### src/rtl/mbx_irq_pkg.sv
package mbx_irq_pkg;
  // Command sampled from one port in one cycle
  typedef struct packed {
    logic sel;
    logic wr;
    logic oe;
    logic busy;
  } mbx_cmd_t;

  // Effective mailbox events produced by one port
  typedef struct packed {
    logic wr_hi;   // write to all-ones address
    logic wr_lo;   // write to all-ones minus one
    logic rd_hi;   // read access to all-ones address
    logic rd_lo;   // read access to all-ones minus one
  } mbx_evt_t;

  localparam int unsigned NUM_PORTS = 2;
  localparam int unsigned PORT_L    = 0;
  localparam int unsigned PORT_R    = 1;
endpackage

### src/rtl/mbx_rst_sync.sv
module mbx_rst_sync (
  input  logic clk,
  input  logic rst_n,
  output logic rst_q_n
);
  logic meta_q;

  always_ff @(posedge clk or negedge rst_n) begin
    if (!rst_n) begin
      meta_q  <= 1'b0;
      rst_q_n <= 1'b0;
    end else begin
      meta_q  <= 1'b1;
      rst_q_n <= meta_q;
    end
  end
endmodule

### src/rtl/mbx_port_decode.sv
module mbx_port_decode
  import mbx_irq_pkg::*;
#(
  parameter int unsigned ADDR_W = 15,
  parameter bit          MBX_EN = 1'b1
) (
  input  mbx_cmd_t          cmd,
  input  logic [ADDR_W-1:0] addr,
  output mbx_evt_t          evt
);
  localparam logic [ADDR_W-1:0] ADDR_HI = '1;
  localparam logic [ADDR_W-1:0] ADDR_LO = {{(ADDR_W-1){1'b1}}, 1'b0};

  generate
    if (MBX_EN) begin : g_on
      logic live, hit_hi, hit_lo, do_wr, do_rd;
      always_comb begin
        live   = cmd.sel & ~cmd.busy;
        hit_hi = (addr == ADDR_HI);
        hit_lo = (addr == ADDR_LO);
        do_wr  = live & cmd.wr;
        do_rd  = live & cmd.oe;
        evt.wr_hi = do_wr & hit_hi;
        evt.wr_lo = do_wr & hit_lo;
        evt.rd_hi = do_rd & hit_hi;
        evt.rd_lo = do_rd & hit_lo;
      end
    end else begin : g_off
      assign evt = '0;
    end
  endgenerate
endmodule

### src/rtl/mbx_flag.sv
module mbx_flag (
  input  logic clk,
  input  logic rst_q_n,
  input  logic set_i,
  input  logic clr_i,
  output logic irq_n
);
  logic flag_q, flag_d, flag_en;

  always_comb begin
    flag_en = set_i | clr_i;
    flag_d  = set_i;            // set wins over clear
  end

  always_ff @(posedge clk or negedge rst_q_n) begin
    if (!rst_q_n)     flag_q <= 1'b0;
    else if (flag_en) flag_q <= flag_d;
  end

  assign irq_n = ~flag_q;
endmodule

### src/rtl/mbx_irq_ctrl.sv
module mbx_irq_ctrl
  import mbx_irq_pkg::*;
#(
  parameter int unsigned ADDR_W = 15,
  parameter bit          MBX_EN = 1'b1
) (
  input  logic              clk,
  input  logic              rst_n,
  input  logic              l_sel,
  input  logic              l_wr,
  input  logic              l_oe,
  input  logic [ADDR_W-1:0] l_addr,
  input  logic              l_busy,
  input  logic              r_sel,
  input  logic              r_wr,
  input  logic              r_oe,
  input  logic [ADDR_W-1:0] r_addr,
  input  logic              r_busy,
  output logic              l_irq_n,
  output logic              r_irq_n
);
  logic                    rst_q_n;
  mbx_cmd_t                cmd  [NUM_PORTS];
  logic [ADDR_W-1:0]       addr [NUM_PORTS];
  mbx_evt_t                evt  [NUM_PORTS];

  always_comb begin
    cmd[PORT_L]  = '{sel: l_sel, wr: l_wr, oe: l_oe, busy: l_busy};
    cmd[PORT_R]  = '{sel: r_sel, wr: r_wr, oe: r_oe, busy: r_busy};
    addr[PORT_L] = l_addr;
    addr[PORT_R] = r_addr;
  end

  mbx_rst_sync u_rst (.clk(clk), .rst_n(rst_n), .rst_q_n(rst_q_n));

  generate
    for (genvar p = 0; p < NUM_PORTS; p++) begin : g_port
      mbx_port_decode #(.ADDR_W(ADDR_W), .MBX_EN(MBX_EN)) u_dec (
        .cmd (cmd[p]),
        .addr(addr[p]),
        .evt (evt[p])
      );
    end
  endgenerate

  // Left flag: raised by right writing all-ones-minus-one, cleared by left reading it
  mbx_flag u_flag_l (
    .clk    (clk),
    .rst_q_n(rst_q_n),
    .set_i  (evt[PORT_R].wr_lo),
    .clr_i  (evt[PORT_L].rd_lo),
    .irq_n  (l_irq_n)
  );

  // Right flag: raised by left writing all-ones, cleared by right reading it
  mbx_flag u_flag_r (
    .clk    (clk),
    .rst_q_n(rst_q_n),
    .set_i  (evt[PORT_L].wr_hi),
    .clr_i  (evt[PORT_R].rd_hi),
    .irq_n  (r_irq_n)
  );
endmodule

### config.mk
export PLATFORM = sky130hd
export DESIGN_NAME = mbx_irq_ctrl
export DESIGN_NICKNAME = d
export VERILOG_FILES = /design/src/rtl/mbx_irq_pkg.sv /design/src/rtl/mbx_rst_sync.sv /design/src/rtl/mbx_port_decode.sv /design/src/rtl/mbx_flag.sv /design/src/rtl/mbx_irq_ctrl.sv
export SDC_FILE = /design/constraint.sdc
export NUM_CORES = 1
export LEC_CHECK = 0
export ABC_AREA = 1
export BUFFER_PORTS_ARGS = -buffer_cell sky130_fd_sc_hd__buf_2
export CORE_AREA = 10 10 47 49
export CTS_CLUSTER_SIZE = 10
export DETAILED_ROUTE_END_ITERATION = 8
export DIE_AREA = 0 0 57 59
export PLACE_DENSITY = 0.73
export SYNTH_ARGS = -nofsm -noshare
export SYNTH_HDL_FRONTEND = slang
export SYNTH_SLANG_ARGS = --single-unit
### constraint.sdc
create_clock -name clk -period 1.3 [get_ports clk]
set_input_delay 0.13 -clock clk [delete_from_list [all_inputs] [get_ports clk]]
set_output_delay 0.13 -clock clk [all_outputs]
set_load 0.02 [all_outputs]
Yosys cells after proc, flatten, opt, wreduce, memory -nomap -nowiden --
Cells that the tools add are included. W data, S select, Z words.
Word-level totals: register bits after elaboration 4, input port bits 40, word-level logic and storage cells 24, output and inout port bits 2
Operators by class: equality and inequality tests 4, bitwise logic cells 16
Operators with widths (count):
- $eq A15 B15 Y1 const B | 4
- $and A1 B1 Y1 | 10
- $not A1 Y1 | 4
- $or A1 B1 Y1 | 2

Longest topological paths before layout --
depth in word-level cells 5, depth in mapped cells 7, mapped depth without buffers 7

Hierarchy --
Synthesis repeated with hierarchy kept, for this count alone.
Unflattened totals: cell total of the unflattened synthesis 65, area total of the unflattened synthesis 354.1 µm²
Modules (own cells, without submodules):
- mbx_port_decode | cells an instance 25, sequential area each 0.0 µm², instances 2, area an instance 106.4 µm²
- mbx_flag | cells an instance 6, sequential area each 25.0 µm², instances 2, area an instance 43.8 µm²
- mbx_rst_sync | cells an instance 3, sequential area each 50.0 µm², instances 1, area an instance 53.8 µm²

Worst setup path before layout --
No wires, ideal clock.
path type input-to-reg, from in r_addr[9], to reg u_flag_r.flag_q, path slack 0.661 ns, stages 7, arrival 0.523 ns, setup time 0.117 ns, data required time 1.183 ns, path through nand2_1 > nor2_1 > nand2_1 > nor2_2 > nand2_1 > nand2_1 > nand2_1
Between the ends: longest elaborated chain between the ends 3
Ends and longest elaborated chain:
- start, declared | line mbx_irq_ctrl.sv:17 | input logic [ADDR_W-1:0] r_addr,
- $eq A15 B15 Y1 | line mbx_port_decode.sv:19 | hit_hi = (addr == ADDR_HI);
- $and A1 B1 Y1 | line mbx_port_decode.sv:25 | evt.rd_hi = do_rd & hit_hi;
- $or A1 B1 Y1 | line mbx_flag.sv:11 | flag_en = set_i | clr_i;
- end signal, assigned | line mbx_flag.sv:17 | else if (flag_en) flag_q <= flag_d;
- end, declared | line mbx_flag.sv:8 | logic flag_q, flag_d, flag_en;
No other way between the ends. A chain may end at the register's enable or synchronous reset.

Worst setup path after layout --
from reg u_flag_l.flag_q, to out l_irq_n
Between the ends: longest elaborated chain between the ends 1
Ends and longest elaborated chain:
- start, declared | line mbx_flag.sv:8
- start signal, assigned | line mbx_flag.sv:17
- $not A1 Y1 | line mbx_flag.sv:20 | assign irq_n = ~flag_q;
- end, declared | line mbx_irq_ctrl.sv:19 | output logic l_irq_n,
No other way between the ends.

==> results.toml <==
[sta]
fmax_mhz = 1060
hold_slack_ns = 0.0177
final.min_clock_period_ns = 0.943
setup_viol = 0
rsz0062_at_grt = "false"
fin_crit_sh_pct = 72.6
finalHoldViolCount = 0
final.setup.worst_slack_ns = 0.357
finalMaxSlewViolations = 0
fin_skew_ns = 0.00499
finalSetupTns_ns = 0

[layout]
synthToLayoutAreaGrowth_pct = 87.7
final_area_sq_um = 552
final_util_pct = 39.4
n_antenna_cell = 0
fin_cells = 108
mostFrequentLayoutCells = "41 x buf_2, 16 x nand2_1, 8 x nor2_1, 5 x inv_1, 4 x dfrtp_1"
drive_gt1_share_pct = 52.2
layout.nets = 134
final_common_cell = "buf_2"

[drt]
first_pass_iters = 4
vias_per_cell = 4.13
drc_errors = 0
wl_mm = 1.19
vias = 446
wl_per_cell_microns = 11.0
drtIter0Drc = 4
ant_nets = 0

[clock_network]
cts_sinks = 4
clock_path_buffers = 2
cts.repair.resized = 0
post_cts.repair.setup_buffers = 0
root_buffer = "clkbuf_4"
htreeDepth = 1
numCtsBuffers = 3
clk_pin_slew_worst_paths_ns = 0.04
clock_latency_ns = 0.24
cts_tree = "built"
cts_hold_repair.buffers = 1

[yosys]
synth_seq_cells = 4
ys_warn_count = 0
syn-num-nets = 87
syn_area_sq_um = 294
ys_seq_area_share_pct = 34.0
avgSynthCellArea_sq_um = 6.26
syn_inst = 47
synth_cell_types = 12

[critical_path]
path_max_fanout = 2
cp-start-kind = "flip-flop"
crit_required_ns = 1.17
r2r-end = "u_flag_r.flag_q"
ff2ff_setup_slack_ns = 0.71
worstSetupPathType = "reg -> out"
worst_ep_arrival_time_ns = 0.81
rr_worst_depth = 2
crit_end = "l_irq_n"
end_kind = "primary output"
r2r-start = "u_flag_r.flag_q"
crit_start = "u_flag_l.flag_q"

[global_routing]
gr-total-overflow = 0
antenna_found_initial = 0
grt_max_degree = 3
grt_use_total_pct = 7.22
grt_pass1_vias = 487
grt_first_pass_wirelength_mm = 1.99

[floorplan]
start_util_pct = 21.0
pin_count = 42
rows = 14
die_area_sq_mm = 0.00336
die_h_microns = 59
fp.coreArea_sq_mm = 0.00140
die_w_microns = 57

[run_status]
status = "finished, final reports clean"

[power_and_ir_drop]
p_sw_mw = 0.0816
irDropWorstVdd_v = 0.000519
comb_power_share_pct = 21.6
power.internal_mw = 0.283
total_power_mw = 0.365
p_leak_nw = 0.319
seqPwrFrac_pct = 35.6
p_clk_share_pct = 42.8
powerDensity_mw_per_mm2 = 661
p_sw_share_pct = 22.4

[placement]
pre_cts_slack_ns = 0.499
dp_hpwl_mm = 1.10
placed_cell_area_sq_um = 519
portBuffers = 41
gp_congestion = 0.710
dp_cells = 104

[run]
maxCapViolations = 0

[worst_hold_path]
hold_path.class = "reg -> async"
## how the worst min path moves through the flow
stage | startpoint | to | slack, ns | depth (start not counted)
final | u_rst.rst_q_n | u_flag_l.flag_q | 0.02 | 0
after global routing | u_rst.rst_q_n | u_flag_r.flag_q | 0.02 | 0
after CTS | u_rst.rst_q_n | u_flag_r.flag_q | 0.02 | 0
after detailed placement | rst_n | u_rst.meta_q | -0.08 | 1
after global placement | rst_n | u_rst.meta_q | -0.08 | 1
after floorplan | rst_n | u_rst.meta_q | -0.17 | 0
## per-layer routing
| metal | vias to the layer above | routed length, microns | global-route usage (%) |
|---|---|---|---|
| li1 | 236 | - | - |
| met1 | 181 | 446 | 6.65 |
| met2 | 29 | 546 | 12.2 |
| met3 | 0 | 195 | 6.22 |
| met4 | 0 | 0 | 1.01 |
| met5 | - | 0 | 0 |
## power groups by stage
stage / Sequential, mW / Combinational (mW) / Clock [mW]
detailed placement: 0.132 / 0.0767 / 0
global placement: 0.131 / 0.0751 / 0
global route: 0.130 / 0.0902 / 0.174
CTS: 0.130 / 0.0794 / 0.164
finish: 0.130 / 0.0786 / 0.156
floorplan: 0.131 / 0.0178 / 0
## area by class of cell
cell class	instances	area [sq um]
Tap cell	16	20.0
Inverter	7	26.3
Fill cell	157	850
Clock buffer	3	22.5
Multi-Input combinational cell	36	168
Timing Repair Buffer	42	215
Sequential cell	4	100
## Yosys cell counts
library cell,count,area (sq um)
nand3_1,3,15.0
nor3_2,1,10.0
nand4_1,3,18.8
inv_2,2,7.51
conb_1,1,3.75
nor2_1,8,30.0
dfrtp_1,4,100
nor2_2,1,6.26
inv_1,5,18.8
nand3b_1,2,15.0
and3b_1,1,8.76
nand2_1,16,60.1
## cells by family after synthesis
kind of cell	synth area share, %
AND/OR/NAND/NOR	55.7
buffers and inverters	8.94
flip-flops	34.0
other	1.28
## critical path: stages (launching register included)
cell and delay, ns:
dfrtp_1 0.37, inv_1 0.05, buf_2 0.16
## sequential cells by signal (all words and copies together) (netlist names)
| register | flops |
|---|---|
| u_rst.meta_q | 1 |
| u_flag_l.flag_q | 1 |
| u_rst.rst_q_n | 1 |
| u_flag_r.flag_q | 1 |
Power figures use the tool's default switching activity.
